[config.mk]
export PLATFORM = sky130hd
export DESIGN_NAME = mcc_ctrl
export DESIGN_NICKNAME = d
export VERILOG_FILES = /design/src/rtl/mcc_pkg.sv /design/src/rtl/mcc_opdec.sv /design/src/rtl/mcc_next_state.sv /design/src/rtl/mcc_ctrl_rom.sv /design/src/rtl/mcc_ctrl.sv
export SDC_FILE = /design/constraint.sdc
export NUM_CORES = 1
export LEC_CHECK = 0
export BUFFER_PORTS_ARGS = -buffer_cell sky130_fd_sc_hd__buf_2
export CAP_MARGIN = 10
export CORE_MARGIN = 3
export CORE_UTILIZATION = 50
export CTS_CLUSTER_SIZE = 30
export DETAILED_ROUTE_END_ITERATION = 8
export GPL_TIMING_DRIVEN = 0
export PLACE_DENSITY = 0.9
export SLEW_MARGIN = 15
export SYNTH_ARGS = -nofsm -noshare
export SYNTH_HDL_FRONTEND = slang
export SYNTH_HIERARCHICAL = 1
export SYNTH_SLANG_ARGS = --single-unit
[constraint.sdc]
create_clock -name clk -period 6 [get_ports clk]
set_clock_uncertainty 0.15 [all_clocks]
set_input_delay 0.6 -clock clk [delete_from_list [all_inputs] [get_ports clk]]
set_output_delay 0.6 -clock clk [all_outputs]
set_load 0.01 [all_outputs]
[src/rtl/mcc_pkg.sv]
package mcc_pkg;

   localparam int STATE_W = 4;
   localparam int SRCB_W  = 2;
   localparam int ALUOP_W = 2;
   localparam int PCSRC_W = 3;

   typedef enum logic [STATE_W-1:0] {
      S_FETCH  = 4'd0,
      S_DECODE = 4'd1,
      S_ADDR   = 4'd2,
      S_LDMEM  = 4'd3,
      S_LDWB   = 4'd4,
      S_STMEM  = 4'd5,
      S_REXE   = 4'd6,
      S_RWB    = 4'd7,
      S_BEQ    = 4'd8,
      S_JMP    = 4'd9,
      S_IMMWB  = 4'd10,
      S_BNE    = 4'd11,
      S_OVF    = 4'd12,
      S_UNDEF  = 4'd13,
      S_RET    = 4'd14
   } state_e;

   typedef enum logic [3:0] {
      OC_RTYPE, OC_LOAD, OC_STORE, OC_ADDI,
      OC_BEQ, OC_BNE, OC_JUMP, OC_RET, OC_UNDEF
   } opclass_e;

   localparam logic [SRCB_W-1:0]  SB_REGB = 2'd0;
   localparam logic [SRCB_W-1:0]  SB_FOUR = 2'd1;
   localparam logic [SRCB_W-1:0]  SB_IMM  = 2'd2;
   localparam logic [SRCB_W-1:0]  SB_BOFF = 2'd3;

   localparam logic [ALUOP_W-1:0] AOP_ADD  = 2'd0;
   localparam logic [ALUOP_W-1:0] AOP_SUB  = 2'd1;
   localparam logic [ALUOP_W-1:0] AOP_FUNC = 2'd2;

   localparam logic [PCSRC_W-1:0] PCS_ALU  = 3'd0;
   localparam logic [PCSRC_W-1:0] PCS_OUT  = 3'd1;
   localparam logic [PCSRC_W-1:0] PCS_JUMP = 3'd2;
   localparam logic [PCSRC_W-1:0] PCS_VEC  = 3'd3;
   localparam logic [PCSRC_W-1:0] PCS_EPC  = 3'd4;

   typedef struct packed {
      logic               mem_rd;
      logic               mem_wr;
      logic               iord;
      logic               ir_wr;
      logic               src_a;
      logic [SRCB_W-1:0]  src_b;
      logic [ALUOP_W-1:0] alu_op;
      logic [PCSRC_W-1:0] pc_src;
      logic               pc_wr;
      logic               pc_wr_cond;
      logic               bne_sel;
      logic               reg_dst;
      logic               reg_wr;
      logic               mem_to_reg;
      logic               int_cause;
      logic               cause_wr;
      logic               epc_wr;
   } ctrl_t;

endpackage

[src/rtl/mcc_opdec.sv]
module mcc_opdec
   import mcc_pkg::*;
#(
   parameter int          OPC_W    = 6,
   parameter int unsigned OP_RTYPE = 0,
   parameter int unsigned OP_LOAD  = 35,
   parameter int unsigned OP_STORE = 43,
   parameter int unsigned OP_ADDI  = 8,
   parameter int unsigned OP_BEQ   = 4,
   parameter int unsigned OP_BNE   = 5,
   parameter int unsigned OP_JUMP  = 2,
   parameter int unsigned OP_RET   = 16
)(
   input  logic [OPC_W-1:0] opcode,
   output opclass_e         cls
);

   localparam int NUM_OPS = 8;
   localparam int unsigned OP_LIMIT = 1 << OPC_W;
   localparam int unsigned OPS [NUM_OPS] = '{OP_RTYPE, OP_LOAD, OP_STORE,
      OP_ADDI, OP_BEQ, OP_BNE, OP_JUMP, OP_RET};

   initial begin
      assert (OPC_W >= 3 && OPC_W <= 16)
         else $error("mcc_opdec: OPC_W out of range");
      for (int i = 0; i < NUM_OPS; i++) begin
         assert (OPS[i] < OP_LIMIT)
            else $error("mcc_opdec: opcode %0d does not fit", i);
         for (int j = i + 1; j < NUM_OPS; j++)
            assert (OPS[i] != OPS[j])
               else $error("mcc_opdec: opcodes %0d and %0d collide", i, j);
      end
   end

   always_comb begin
      if      (opcode == OPC_W'(OP_RTYPE)) cls = OC_RTYPE;
      else if (opcode == OPC_W'(OP_LOAD))  cls = OC_LOAD;
      else if (opcode == OPC_W'(OP_STORE)) cls = OC_STORE;
      else if (opcode == OPC_W'(OP_ADDI))  cls = OC_ADDI;
      else if (opcode == OPC_W'(OP_BEQ))   cls = OC_BEQ;
      else if (opcode == OPC_W'(OP_BNE))   cls = OC_BNE;
      else if (opcode == OPC_W'(OP_JUMP))  cls = OC_JUMP;
      else if (opcode == OPC_W'(OP_RET))   cls = OC_RET;
      else                                 cls = OC_UNDEF;
   end

endmodule

[src/rtl/mcc_next_state.sv]
module mcc_next_state
   import mcc_pkg::*;
(
   input  state_e   cur,
   input  opclass_e cls,
   input  logic     alu_ovf,
   output state_e   nxt
);

   always_comb begin
      nxt = S_FETCH;
      unique case (cur)
         S_FETCH:  nxt = S_DECODE;
         S_DECODE: begin
            unique case (cls)
               OC_RTYPE: nxt = S_REXE;
               OC_LOAD,
               OC_STORE,
               OC_ADDI:  nxt = S_ADDR;
               OC_BEQ:   nxt = S_BEQ;
               OC_BNE:   nxt = S_BNE;
               OC_JUMP:  nxt = S_JMP;
               OC_RET:   nxt = S_RET;
               default:  nxt = S_UNDEF;
            endcase
         end
         S_ADDR: begin
            if      (cls == OC_LOAD)  nxt = S_LDMEM;
            else if (cls == OC_STORE) nxt = S_STMEM;
            else if (cls == OC_ADDI)  nxt = S_IMMWB;
            else                      nxt = S_FETCH;
         end
         S_LDMEM:  nxt = S_LDWB;
         // overflow is only meaningful while the register-register result is on the ALU
         S_REXE:   nxt = alu_ovf ? S_OVF : S_RWB;
         default:  nxt = S_FETCH;
      endcase
   end

endmodule

[src/rtl/mcc_ctrl_rom.sv]
module mcc_ctrl_rom
   import mcc_pkg::*;
(
   input  state_e st,
   output ctrl_t  c
);

   always_comb begin
      c = '0;
      unique case (st)
         S_FETCH: begin
            c.mem_rd = 1'b1;
            c.ir_wr  = 1'b1;
            c.pc_wr  = 1'b1;
            c.src_b  = SB_FOUR;
            c.alu_op = AOP_ADD;
            c.pc_src = PCS_ALU;
         end
         S_DECODE: begin
            c.src_b  = SB_BOFF;
            c.alu_op = AOP_ADD;
         end
         S_ADDR: begin
            c.src_a  = 1'b1;
            c.src_b  = SB_IMM;
            c.alu_op = AOP_ADD;
         end
         S_LDMEM: begin
            c.mem_rd = 1'b1;
            c.iord   = 1'b1;
         end
         S_LDWB: begin
            c.reg_wr     = 1'b1;
            c.mem_to_reg = 1'b1;
         end
         S_STMEM: begin
            c.mem_wr = 1'b1;
            c.iord   = 1'b1;
         end
         S_REXE: begin
            c.src_a  = 1'b1;
            c.src_b  = SB_REGB;
            c.alu_op = AOP_FUNC;
         end
         S_RWB: begin
            c.reg_wr  = 1'b1;
            c.reg_dst = 1'b1;
         end
         S_BEQ, S_BNE: begin
            c.src_a      = 1'b1;
            c.src_b      = SB_REGB;
            c.alu_op     = AOP_SUB;
            c.pc_wr_cond = 1'b1;
            c.pc_src     = PCS_OUT;
            c.bne_sel    = (st == S_BNE);
         end
         S_JMP: begin
            c.pc_wr  = 1'b1;
            c.pc_src = PCS_JUMP;
         end
         S_IMMWB: begin
            c.reg_wr = 1'b1;
         end
         S_OVF, S_UNDEF: begin
            // ALU forms PC-4 so the saved address points at the faulting instruction
            c.src_b     = SB_FOUR;
            c.alu_op    = AOP_SUB;
            c.cause_wr  = 1'b1;
            c.epc_wr    = 1'b1;
            c.pc_wr     = 1'b1;
            c.pc_src    = PCS_VEC;
            c.int_cause = (st == S_OVF);
         end
         S_RET: begin
            c.pc_wr  = 1'b1;
            c.pc_src = PCS_EPC;
         end
         default: c = '0;
      endcase
   end

endmodule

[src/rtl/mcc_ctrl.sv]
module mcc_ctrl
   import mcc_pkg::*;
#(
   parameter int          OPC_W    = 6,
   parameter int unsigned OP_RTYPE = 0,
   parameter int unsigned OP_LOAD  = 35,
   parameter int unsigned OP_STORE = 43,
   parameter int unsigned OP_ADDI  = 8,
   parameter int unsigned OP_BEQ   = 4,
   parameter int unsigned OP_BNE   = 5,
   parameter int unsigned OP_JUMP  = 2,
   parameter int unsigned OP_RET   = 16,
   parameter bit          OUT_REG  = 1'b0
)(
   input  logic               clk,
   input  logic               rst,
   input  logic [OPC_W-1:0]   opcode,
   input  logic               alu_ovf,
   output logic               mem_rd,
   output logic               mem_wr,
   output logic               iord,
   output logic               ir_wr,
   output logic               alu_src_a,
   output logic [SRCB_W-1:0]  alu_src_b,
   output logic [ALUOP_W-1:0] alu_op,
   output logic [PCSRC_W-1:0] pc_src,
   output logic               pc_wr,
   output logic               pc_wr_cond,
   output logic               bne_sel,
   output logic               reg_dst,
   output logic               reg_wr,
   output logic               mem_to_reg,
   output logic               int_cause,
   output logic               cause_wr,
   output logic               epc_wr,
   output logic [STATE_W-1:0] state_o
);

   state_e   state_q, state_d, state_nxt;
   opclass_e cls;
   ctrl_t    ctl;

   mcc_opdec #(
      .OPC_W(OPC_W), .OP_RTYPE(OP_RTYPE), .OP_LOAD(OP_LOAD),
      .OP_STORE(OP_STORE), .OP_ADDI(OP_ADDI), .OP_BEQ(OP_BEQ),
      .OP_BNE(OP_BNE), .OP_JUMP(OP_JUMP), .OP_RET(OP_RET)
   ) u_opdec (
      .opcode (opcode),
      .cls    (cls)
   );

   mcc_next_state u_next (
      .cur     (state_q),
      .cls     (cls),
      .alu_ovf (alu_ovf),
      .nxt     (state_nxt)
   );

   assign state_d = rst ? S_FETCH : state_nxt;

   always_ff @(posedge clk) begin
      state_q <= state_d;
   end

   generate
      if (OUT_REG) begin : g_out_reg
         ctrl_t ctl_d;
         mcc_ctrl_rom u_rom (.st(state_d), .c(ctl_d));
         always_ff @(posedge clk) begin
            ctl <= ctl_d;
         end
      end else begin : g_out_comb
         mcc_ctrl_rom u_rom (.st(state_q), .c(ctl));
      end
   endgenerate

   assign mem_rd     = ctl.mem_rd;
   assign mem_wr     = ctl.mem_wr;
   assign iord       = ctl.iord;
   assign ir_wr      = ctl.ir_wr;
   assign alu_src_a  = ctl.src_a;
   assign alu_src_b  = ctl.src_b;
   assign alu_op     = ctl.alu_op;
   assign pc_src     = ctl.pc_src;
   assign pc_wr      = ctl.pc_wr;
   assign pc_wr_cond = ctl.pc_wr_cond;
   assign bne_sel    = ctl.bne_sel;
   assign reg_dst    = ctl.reg_dst;
   assign reg_wr     = ctl.reg_wr;
   assign mem_to_reg = ctl.mem_to_reg;
   assign int_cause  = ctl.int_cause;
   assign cause_wr   = ctl.cause_wr;
   assign epc_wr     = ctl.epc_wr;
   assign state_o    = state_q;

   // reset wins from any state
   p_rst_fetch_r1: assert property (@(posedge clk)
      rst |=> state_q == S_FETCH);

   // completing states hand back to fetch
   p_done_fetch_r1: assert property (@(posedge clk) disable iff (rst)
      (state_q inside {S_LDWB, S_STMEM, S_RWB, S_BEQ, S_JMP, S_IMMWB,
                       S_BNE, S_OVF, S_UNDEF, S_RET}) |=> state_q == S_FETCH);

   p_fetch_decode_r2: assert property (@(posedge clk) disable iff (rst)
      state_q == S_FETCH |=> state_q == S_DECODE);

   p_mem_excl_r5: assert property (@(posedge clk) disable iff (rst)
      $onehot0({mem_rd, mem_wr}));

   p_no_ovf_r8: assert property (@(posedge clk) disable iff (rst)
      (state_q == S_REXE && !alu_ovf) |=> state_q == S_RWB);

   p_bad_op_r11: assert property (@(posedge clk) disable iff (rst)
      (state_q == S_DECODE && cls == OC_UNDEF) |=> (state_q == S_UNDEF && !int_cause));

   p_exc_save_r11: assert property (@(posedge clk) disable iff (rst)
      cause_wr |-> (epc_wr && pc_wr && pc_src == PCS_VEC && !reg_wr));

   p_ovf_trap_r12: assert property (@(posedge clk) disable iff (rst)
      (state_q == S_REXE && alu_ovf) |=> (state_q == S_OVF && int_cause && !reg_wr));

   p_ret_epc_r13: assert property (@(posedge clk) disable iff (rst)
      (state_q == S_DECODE && cls == OC_RET) |=> (pc_wr && pc_src == PCS_EPC));

   p_ovf_ignored_r14: assert property (@(posedge clk) disable iff (rst)
      (state_q == S_ADDR && cls == OC_ADDI) |=> state_q == S_IMMWB);

endmodule

==> summary.txt <==
Power and ir drop
  – Total power after layout: 189.8 µW
  – Maximum vdd drop: 0.07917 mV
  – Power density cells: 193.7 mW/mm²
  – P_leak: 0.4522 nW

Critical path
  – Dominant cell type by count on the critical path: nor2b_1
  – CP required: 5970 ps
  – Origin of the critical flop-to-flop path: state_o[1]
  – FF-to-FF End: state_o[1]
  – Worst path top cell family by delay: compound AO/OA/AOI/OAI gates
  – CP max stage cell: o311ai_0
  – Worst setup slack for register-to-register paths: 4260 ps
  – WS Path Type: in -> reg
  – Cells along the critical path: buf_2, nand4_1, o311ai_0, inv_1, ha_1, nor2b_1, a2111oi_0, o32ai_1, nor2b_1
  – Critical path data arrival time: 2640 ps
  – Worst Path Buf+Inv: 2
  – CP Capture Type: flop
  – Largest fanout on the critical path: 8
  – Max stage delay on crit path: 570 ps
  – Kind of start point of the critical path: primary input
  – Number of cells on the worst reg-to-reg path: 4

Clock tree
  – Cts hold-fix bufs: 0
  – Cell chosen for the clock root: clkbuf_4
  – Clock tree from TritonCTS: done
  – Maximum level of the CTS H-tree: 1
  – Clock latency on the worst-skew pair: 240 ps
  – Worst-path clk slew: 50 ps
  – Number of clock sinks: 4
  – CTS Buf Count: 3
  – Number of buffers on the longest clock path: 2
  – Setup fix buffers added after clock tree synthesis: 0
  – PostCTS Resize Cnt: 0

Layout
  – Signed area change from the synthesized netlist to the final layout: 24.29%
  – Final antenna diode count: 0
  – Most common cell after layout, fill and taps aside: buf_2
  – Design area: 979.7 µm²
  – Max FFs per register: 4
  – Commonest non-fill, non-tap cells in the layout: buf_2, nor2_1, nor2b_1
  – Post-layout nets: 154
  – FILL cells: 111
  – Share of layout cells above drive strength 1: 35.25%

Hold path
  – HP Class: in -> reg
  – Hold-critical path endpoint: state_o[3]
  – Count of cells along the worst hold path: 2
  – Startpoint of the most critical hold path: rst

Logic synthesis
  – Mean area per synthesized cell: 7.436 µm²
  – Post-synth ARST share: 0%
  – Fraction of the yosys area taken by sequential cells: 10.16%
  – Yosys Warn Count: 6
  – Top FF cell, synth: dfxtp_1
  – FF+latch count, synth: 4
  – Portion of synthesized cell area occupied by the leading cell type: 10.16%
  – Cell type contributing the most total cell area after synthesis: dfxtp_1
  – Number of distinct library cells after synthesis: 45
  – Net count after synthesis: 119
  – Biggest area contributors in the synthesized netlist: dfxtp_1, nor2_1, buf_6
  – Synthesized instance count: 106
  – EDFF count, synth: 0
  – Syn Std Cell Area: 788.3 µm²

Detailed routing
  – Via count: 906
  – Total iterations of the first detailed-routing run: 4
  – Routed via count divided by cell count: 5.883
  – Post-route antenna net violation count: 0
  – Wire per inst: 12.84 µm
  – Initial drt markers: 24
  – Number of remaining DRC errors: 0
  – WL final: 1977 µm

Place
  – HPWL reported at the end of detailed placement: 1502 µm
  – Port-buffer cells: 30
  – Placement Cell Area: 957.2 µm²
  – Global placer's final weighted congestion: 0.7709

Global route
  – Overall fraction of global-route tracks in use: 20.27%
  – Most congested layer reported by global routing: met2
  – Congestion Overflow GR: 0
  – Global-route wire length before repair: 3139 µm
  – Met3 GRT Util: 3.557%
  – Largest net degree at the start of global routing: 13
  – Via count of the first global-routing pass: 748
  – Antenna violations before repair: 0
  – Met1 Resource Use GR: 23.76%
  – Met2 track demand over resource in global routing: 36.49%

Floorplan
  – Floorplan die width: 45.71 µm
  – I/O Pins: 34
  – Initial Util: 57.01%
  – Full die area: 0.002089 mm²
  – Height of the die: 45.71 µm
  – Core region area: 0.001383 mm²
  – Placement Rows: 13

STA
  – Setup TNS after final layout: 0 ps
  – Highest attainable clock frequency: 375.5 MHz
  – Number of max-slew violations in the final report: 0
  – Tightest slew margin relative to the limit: 56.00%
  – Minimum period implied by the final worst setup slack: 2663 ps
  – Setup repair after global routing missed its margin: false
  – Number of hold violations in the final report: 0
  – Final Hold Slack: 409.1 ps
  – Share of the cycle needed by the critical path after routing: 44.38%
  – Final setup vio count: 0
  – Worst slew pin tran: 651.7 ps

Outcome
  – Status: finished, final reports clean

Flow run
  – Reported max-cap violation count: 0
[final cells by class]
| class | instances | area, µm² | share of cell area (%) |
|---|---|---|---|
| multi-input cells | 89 | 614.3 | 62.71 |
| inverters | 5 | 18.77 | 1.916 |
| clock buffers | 3 | 22.52 | 2.299 |
| well taps | 15 | 18.77 | 1.916 |
| flip-flops and latches | 4 | 80.08 | 8.174 |
| repair buffers | 30 | 150.1 | 15.33 |
| plain buffers | 8 | 75.07 | 7.663 |
[routing by layer]
metal | up-vias | routed length [µm]
met1 | 407 | 781
met5 | - | 0
met3 | 0 | 178
met2 | 44 | 1017
met4 | 0 | 0
li1 | 455 | -
[worst max path at each step]
stage	startpoint	depth (start not counted)	to	slack (ps)
2_1_floorplan	opcode[2]	9	state_o[2]	3430
3_3_place_gp	opcode[3]	9	state_o[2]	3220
3_5_place_dp	opcode[3]	9	state_o[2]	3090
6_report	opcode[3]	9	state_o[2]	3340
4_1_cts	opcode[3]	9	state_o[2]	3330
5_1_grt	opcode[3]	9	state_o[2]	3120
[metrics by stage]
step                util, %  setup slack (ps)  std cells
floorplan                 -              3427        106
global placement      69.23              3222        151
detailed placement    69.23              3090        151
CTS                   70.86              3334        154
global route          70.86              3123        154
finish                70.86              3337        154
[synth_stat cells (4+ instances only)]
cell type,number
nor2_1,17
nor2b_1,6
buf_6,5
inv_1,5
nor3_1,5
o21ai_0,5
a21oi_1,4
dfxtp_1,4
ha_1,4
nand2_1,4
nand3_1,4
[logic make-up after synthesis]
kind of cell	share of synthesized area, %
simple gates	45.40
flops	10.16
compound gates	22.86
xor+xnor	3.334
fa+ha+maj	6.349
buf+inv	11.90
[report_power, final]
group	internal, mW	switching (mW)
sequential	0.0302	0.00840
clock	0.0225	0.0127
combinational	0.0556	0.0604
[worst reg2reg max path, cell delays in order (launching register included)]
cell,delay [ps]
dfxtp_1,440
or4b_4,560
a211o_1,290
o221ai_2,60
nor2b_1,170
Power figures use the tool's default switching activity.
